**config.mk**
```make
export PLATFORM = sky130hd
export DESIGN_NAME = eqtrain_seqgen
export DESIGN_NICKNAME = d
export VERILOG_FILES = /design/src/rtl/eqtrain_pkg.sv /design/src/rtl/eqtrain_rstsync.sv /design/src/rtl/eqtrain_poscnt.sv /design/src/rtl/eqtrain_repcnt.sv /design/src/rtl/eqtrain_symrom.sv /design/src/rtl/eqtrain_seqgen.sv
export SDC_FILE = /design/constraint.sdc
export NUM_CORES = 1
export LEC_CHECK = 0
export ABC_AREA = 1
export BUFFER_PORTS_ARGS = -buffer_cell sky130_fd_sc_hd__buf_2
export CAP_MARGIN = 20
export CORE_AREA = 4 4 67 69
export CTS_CLUSTER_DIAMETER = 80
export DETAILED_ROUTE_END_ITERATION = 16
export DIE_AREA = 0 0 71 73
export SYNTH_ARGS = -nofsm -noshare
export SYNTH_HDL_FRONTEND = slang
export SYNTH_SLANG_ARGS = --single-unit
```
**constraint.sdc**
```tcl
create_clock -name clk -period 1.37 [get_ports clk]
set_input_delay 0.0685 -clock clk [delete_from_list [all_inputs] [get_ports clk]]
set_output_delay 0.0685 -clock clk [all_outputs]
set_load 0.1 [all_outputs]
```
**src/rtl/eqtrain_pkg.sv**
```systemverilog
package eqtrain_pkg;
  localparam int SET_LEN = 32;
  localparam int SYM_W   = 8;
  localparam int POS_W   = $clog2(SET_LEN);
  localparam logic [SYM_W-1:0] COMMA_BYTE = 8'hBC;
  localparam logic [SYM_W-1:0] FILL_BYTE  = 8'h4A;

  // Byte at a given position of the training set
  function automatic logic [SYM_W-1:0] set_byte(input logic [POS_W-1:0] pos);
    logic [SYM_W-1:0] b;
    case (pos)
      5'd0:    b = COMMA_BYTE;
      5'd1:    b = 8'hFF;
      5'd2:    b = 8'h17;
      5'd3:    b = 8'hC0;
      5'd4:    b = 8'h14;
      5'd5:    b = 8'hB2;
      5'd6:    b = 8'hE7;
      5'd7:    b = 8'h02;
      5'd8:    b = 8'h82;
      5'd9:    b = 8'h72;
      5'd10:   b = 8'h6E;
      5'd11:   b = 8'h28;
      5'd12:   b = 8'hA6;
      5'd13:   b = 8'hBE;
      5'd14:   b = 8'h6D;
      5'd15:   b = 8'hBF;
      default: b = FILL_BYTE;
    endcase
    return b;
  endfunction
endpackage

```
**src/rtl/eqtrain_rstsync.sv**
```systemverilog
module eqtrain_rstsync #(
  parameter int STAGES = 2
) (
  input  logic clk,
  input  logic rst_n,
  output logic rst_sync_n
);
  logic [STAGES-1:0] sync_q;

  always_ff @(posedge clk or negedge rst_n) begin
    if (!rst_n) sync_q <= '0;
    else        sync_q <= {sync_q[STAGES-2:0], 1'b1};
  end

  assign rst_sync_n = sync_q[STAGES-1];
endmodule

```
**src/rtl/eqtrain_poscnt.sv**
```systemverilog
module eqtrain_poscnt
  import eqtrain_pkg::*;
(
  input  logic             clk,
  input  logic             rst_n,
  input  logic             clr_i,
  input  logic             adv_i,
  output logic [POS_W-1:0] pos_o,
  output logic             last_o
);
  logic [POS_W-1:0] pos_q, pos_d;

  always_comb begin
    pos_d = pos_q;
    if (clr_i)      pos_d = '0;
    else if (adv_i) pos_d = pos_q + 1'b1;   // wraps from SET_LEN-1 to 0
  end

  always_ff @(posedge clk or negedge rst_n) begin
    if (!rst_n) pos_q <= '0;
    else        pos_q <= pos_d;
  end

  assign pos_o  = pos_q;
  assign last_o = (pos_q == POS_W'(SET_LEN - 1));
endmodule

```
**src/rtl/eqtrain_repcnt.sv**
```systemverilog
module eqtrain_repcnt #(
  parameter int REPS = 65536
) (
  input  logic clk,
  input  logic rst_n,
  input  logic clr_i,
  input  logic adv_i,
  output logic last_o
);
  localparam int REP_W = $clog2(REPS + 1);

  logic [REP_W-1:0] cnt_q, cnt_d;

  always_comb begin
    cnt_d = cnt_q;
    if (clr_i)      cnt_d = '0;
    else if (adv_i) cnt_d = cnt_q + 1'b1;
  end

  always_ff @(posedge clk or negedge rst_n) begin
    if (!rst_n) cnt_q <= '0;
    else        cnt_q <= cnt_d;
  end

  assign last_o = (cnt_q == REP_W'(REPS - 1));
endmodule

```
**src/rtl/eqtrain_symrom.sv**
```systemverilog
module eqtrain_symrom
  import eqtrain_pkg::*;
(
  input  logic [POS_W-1:0] pos_i,
  output logic [SYM_W-1:0] byte_o,
  output logic             is_k_o
);
  assign byte_o = set_byte(pos_i);
  assign is_k_o = (pos_i == '0);
endmodule

```
**src/rtl/eqtrain_seqgen.sv**
```systemverilog
module eqtrain_seqgen
  import eqtrain_pkg::*;
#(
  parameter int REPS = 65536
) (
  input  logic             clk,
  input  logic             rst_n,
  input  logic             start_i,
  input  logic             abort_i,
  input  logic             sym_ready_i,
  output logic [SYM_W-1:0] sym_data_o,
  output logic             sym_is_k_o,
  output logic             sym_valid_o,
  output logic             busy_o,
  output logic             done_o,
  output logic             skip_hold_o
);
  logic             rst_int_n;
  logic             run_q, run_d;
  logic             done_q, done_d;
  logic             cnt_clr, pos_adv, rep_adv;
  logic             pos_last, rep_last;
  logic [POS_W-1:0] pos;
  logic [SYM_W-1:0] rom_byte;
  logic             rom_k;

  eqtrain_rstsync #(.STAGES(2)) u_rst (
    .clk(clk), .rst_n(rst_n), .rst_sync_n(rst_int_n)
  );

  eqtrain_poscnt u_pos (
    .clk(clk), .rst_n(rst_int_n), .clr_i(cnt_clr), .adv_i(pos_adv),
    .pos_o(pos), .last_o(pos_last)
  );

  eqtrain_repcnt #(.REPS(REPS)) u_rep (
    .clk(clk), .rst_n(rst_int_n), .clr_i(cnt_clr), .adv_i(rep_adv),
    .last_o(rep_last)
  );

  eqtrain_symrom u_rom (
    .pos_i(pos), .byte_o(rom_byte), .is_k_o(rom_k)
  );

  // Next-state logic: the handshake is the clock enable of both counters
  always_comb begin
    run_d   = run_q;
    done_d  = 1'b0;
    cnt_clr = 1'b0;
    pos_adv = 1'b0;
    rep_adv = 1'b0;
    if (!run_q) begin
      if (start_i && !abort_i) begin
        run_d   = 1'b1;
        cnt_clr = 1'b1;
      end
    end else if (abort_i) begin
      run_d = 1'b0;
    end else if (sym_ready_i) begin
      pos_adv = 1'b1;
      if (pos_last) begin
        if (rep_last) begin
          run_d  = 1'b0;
          done_d = 1'b1;
        end else begin
          rep_adv = 1'b1;
        end
      end
    end
  end

  always_ff @(posedge clk or negedge rst_int_n) begin
    if (!rst_int_n) begin
      run_q  <= 1'b0;
      done_q <= 1'b0;
    end else begin
      run_q  <= run_d;
      done_q <= done_d;
    end
  end

  assign sym_valid_o = run_q;
  assign busy_o      = run_q;
  assign skip_hold_o = run_q;
  assign done_o      = done_q;
  assign sym_data_o  = run_q ? rom_byte : '0;
  assign sym_is_k_o  = run_q & rom_k;
endmodule

```
==> results by group <==
Worst setup path
  – CP arrival: about 1.8 ns
  – CP Class: reg2out
  – Worst R2R Start: u_rep.cnt_q[0]
  – Reg2reg setup slack: -0.52 ns
  – Reg2Reg Depth: 12
  – Critical R2R Capture: u_rep.cnt_q[4]
  – CP required: about 1.3 ns
  – Setup crit end kind: output pin
  – Worst setup SP type: flip-flop
  – Critical path peak fanout: 5

Clock tree
  – Clock tree buffer depth: 2
  – Root buf cell: clkbuf_8
  – CTS tree: built
  – Worst skew pair latency: approximately 0.27 ns
  – Clock sink count: 26
  – CTS buffer count: 3
  – Clk slew on worst S/H paths: 0.09 ns
  – H-tree depth: 1

Flow run
  – Max-capacitance violation count: 0

Synthesis
  – Warnings, synthesis: 0
  – Synth Register Bits: 26
  – Synth Instances: 242
  – Syn Area/Cell: 7.01 µm²
  – EDFF count, synth: 0
  – Synth Net Count: roughly 260
  – Yosys cell types: 25
  – Main synth FF type: dfrtp_1
  – Sequential area share after synthesis: between 30% and 40%
  – Mapped Area: ~0.0017 mm²
  – Asr flop ratio synth: 100%

Timing
  – WHS: about 0.021 ns
  – Final cycle utilization of the critical path: 138%
  – Slew Viols, Final: 0
  – RSZ-0062 raised after global routing: true
  – Worst Slack Setup Final: -0.527 ns
  – Sum Neg Setup Slack: -11.91 ns
  – Final hold viol count: 0
  – Fmax: between 500 and 600 MHz
  – # setup viols final: 28
  – Clock period minus final worst setup slack: around 1.9 ns
  – Clock Skew: between 0.0015 and 0.002 ns

Worst hold path
  – Hold EP: done_o
  – Hold path cells: 2
  – Hold path startpoint: abort_i
  – Worst hold path class: in2reg

Outcome
  – Failing checks: setup timing
  – Status: finished, violations left

Global routing
  – Initial antenna violation count: 0
  – First-pass GRT wire length: roughly 8000 µm
  – Largest net degree at the start of global routing: 25
  – GRT Util Overall: approximately a fifth
  – Global-route congestion overflow total: 0
  – Vias in the first global route: ~1,900

Detailed routing
  – TritonRoute pass-1 iters: 4
  – WL final: 4960 µm
  – DR WL/cell: around 13 µm
  – Drt drc: 0
  – First-iteration detailed-routing DRC count: 48
  – Via density per instance: slightly below 5
  – Vias: between 1,500 and 2,000
  – Antenna viol nets, final: 0

Placed design
  – DP HPWL: between 3000 and 4000 µm
  – PortBufs: 17
  – Routability congestion estimate: 0.783
  – Post-Place Setup Slack: -0.413 ns

Power
  – Leak Pwr: about 1.4 nW
  – IR drop worst, VDD: around 0.0007 V
  – Pwr/cell area: between 900 and 1000 mW/mm²

Finish
  – Fin util: approximately 78%
  – Layout cells sized above 1: 51.7%
  – Area of the multi-input gates: 0.00124 mm²
  – Inserted Diodes: 0
  – Most frequent cells in the layout: buf_4, nand2_1, nor2_1, inv_1, dfrtp_1
  – Area occupied by registers: about 660 µm²
  – Nets: 340
  – Commonest non-fill, non-tap cell in the layout: buf_4
  – Area grow syn2layout: 79.9%
  – Fillers: between 200 and 250

Floorplan
  – Die area: about 0.0052 mm²
  – Die Span Y: roughly 73 µm
  – Row count: 23
  – Core area: 0.00391 mm²
  – I/O Pins: 18
  – Starting Density: 43.3%
  – Die width: 71 µm
==> per-layer routing <==
metal / GRT usage [%] / part of all wire [%] / vias up
met4: 7.52 / 2.5 / 0
met2: 37.7 / 55 / 30
met1: 20.9 / 40 / 875
met5: 0 / 0 / -
li1: - / - / 938
met3: 2.07 / 2.5 / 12
==> area by class of cell <==
class | instances | share of cell area, %
sequential | 26 | 21.5
multi-input combinational | 174 | 40.5
timing repair buffer | 86 | 28.6
clock buffer | 4 | 1.80
inverter | 35 | 5.50
tap | 50 | 2.05
==> worst max-delay path by stage <==
stage,end,slack [ns],cells past startpoint,from
after floorplan,sym_data_o[5],-0.54,6,u_pos.pos_o[0]
after global placement,u_rep.cnt_q[10],-0.35,14,u_rep.cnt_q[0]
after detailed placement,u_rep.cnt_q[15],-0.41,13,u_rep.cnt_q[1]
after CTS,sym_data_o[1],-0.51,10,u_pos.pos_o[1]
after global routing,u_rep.cnt_q[13],-0.65,13,u_rep.cnt_q[0]
final,sym_data_o[6],-0.53,10,u_pos.pos_o[0]
==> Yosys cell counts, types with 2 or more instances <==
library cell	n	area [µm²]
nor2_1	34	128
nand3_1	16	80.1
ha_1	9	113
o21ai_0	12	60.1
o211ai_1	3	22.5
nor2_4	3	33.8
o22ai_1	3	18.8
buf_4	2	15.0
buf_2	3	15.0
nor3_1	4	20.0
nand2_1	62	233
dfrtp_1	26	651
inv_1	34	128
a211oi_1	3	22.5
a21oi_1	16	80.1
o21bai_1	2	15.0
nand4_1	2	12.5
==> state kept, by name (all words and copies together), names as in the netlist <==
| signal | count |
|---|---|
| busy_o | 1 |
| done_o | 1 |
| u_pos.pos_o | 5 |
| u_rep.cnt_q | 17 |
| u_rst.sync_q | 2 |
==> worst max-delay path, stage by stage, from the launching register on <==
cell and delay, ns:
dfrtp_1 0.39, buf_6 0.13, inv_8 0.04, ha_4 0.26, inv_4 0.04, nand2_4 0.05, nand2_2 0.07, o211ai_1 0.17
nand2_1 0.12, clkinvlp_4 0.10, buf_12 0.17
==> through the flow <==
stage | power, mW | std cells | cell area, µm²
after detailed placement | 2.14 | 352 | 2560
final | 2.87 | 375 | 3050
after CTS | 2.80 | 369 | 2920
after global routing | 3.00 | 375 | 3050
after global placement | 2.13 | 352 | 2560
after floorplan | 1.66 | 242 | 1880
==> cell families after synthesis <==
logic type / count (synthesis) / synth area share, %
adder cells (fa/ha/maj): 9 / 6.64
flip-flops: 26 / 38.4
AND/OR/NAND/NOR: 125 / 31.4
buffers and inverters: 42 / 10.4
AO/OA/AOI/OAI: 39 / 12.9
other: 1 / 0.221
==> report_power, final <==
group          total (mW)  leakage (nW)  internal, mW  switching, mW
clock               0.502        0.0288         0.257          0.245
combinational        1.56          1.04         0.653          0.910
sequential          0.806         0.351         0.790         0.0155
==> repair_timing <==
item                                    4_1_cts  5_1_grt
gates cloned                                  1        0
hold endpoints to repair                      2        0
endpoints found under the setup margin       28       30
gates resized for setup                      51       26
hold buffers                                  1        0
pin swaps                                    16       18
buffers inserted                             11        8
Power figures use the tool's default switching activity.
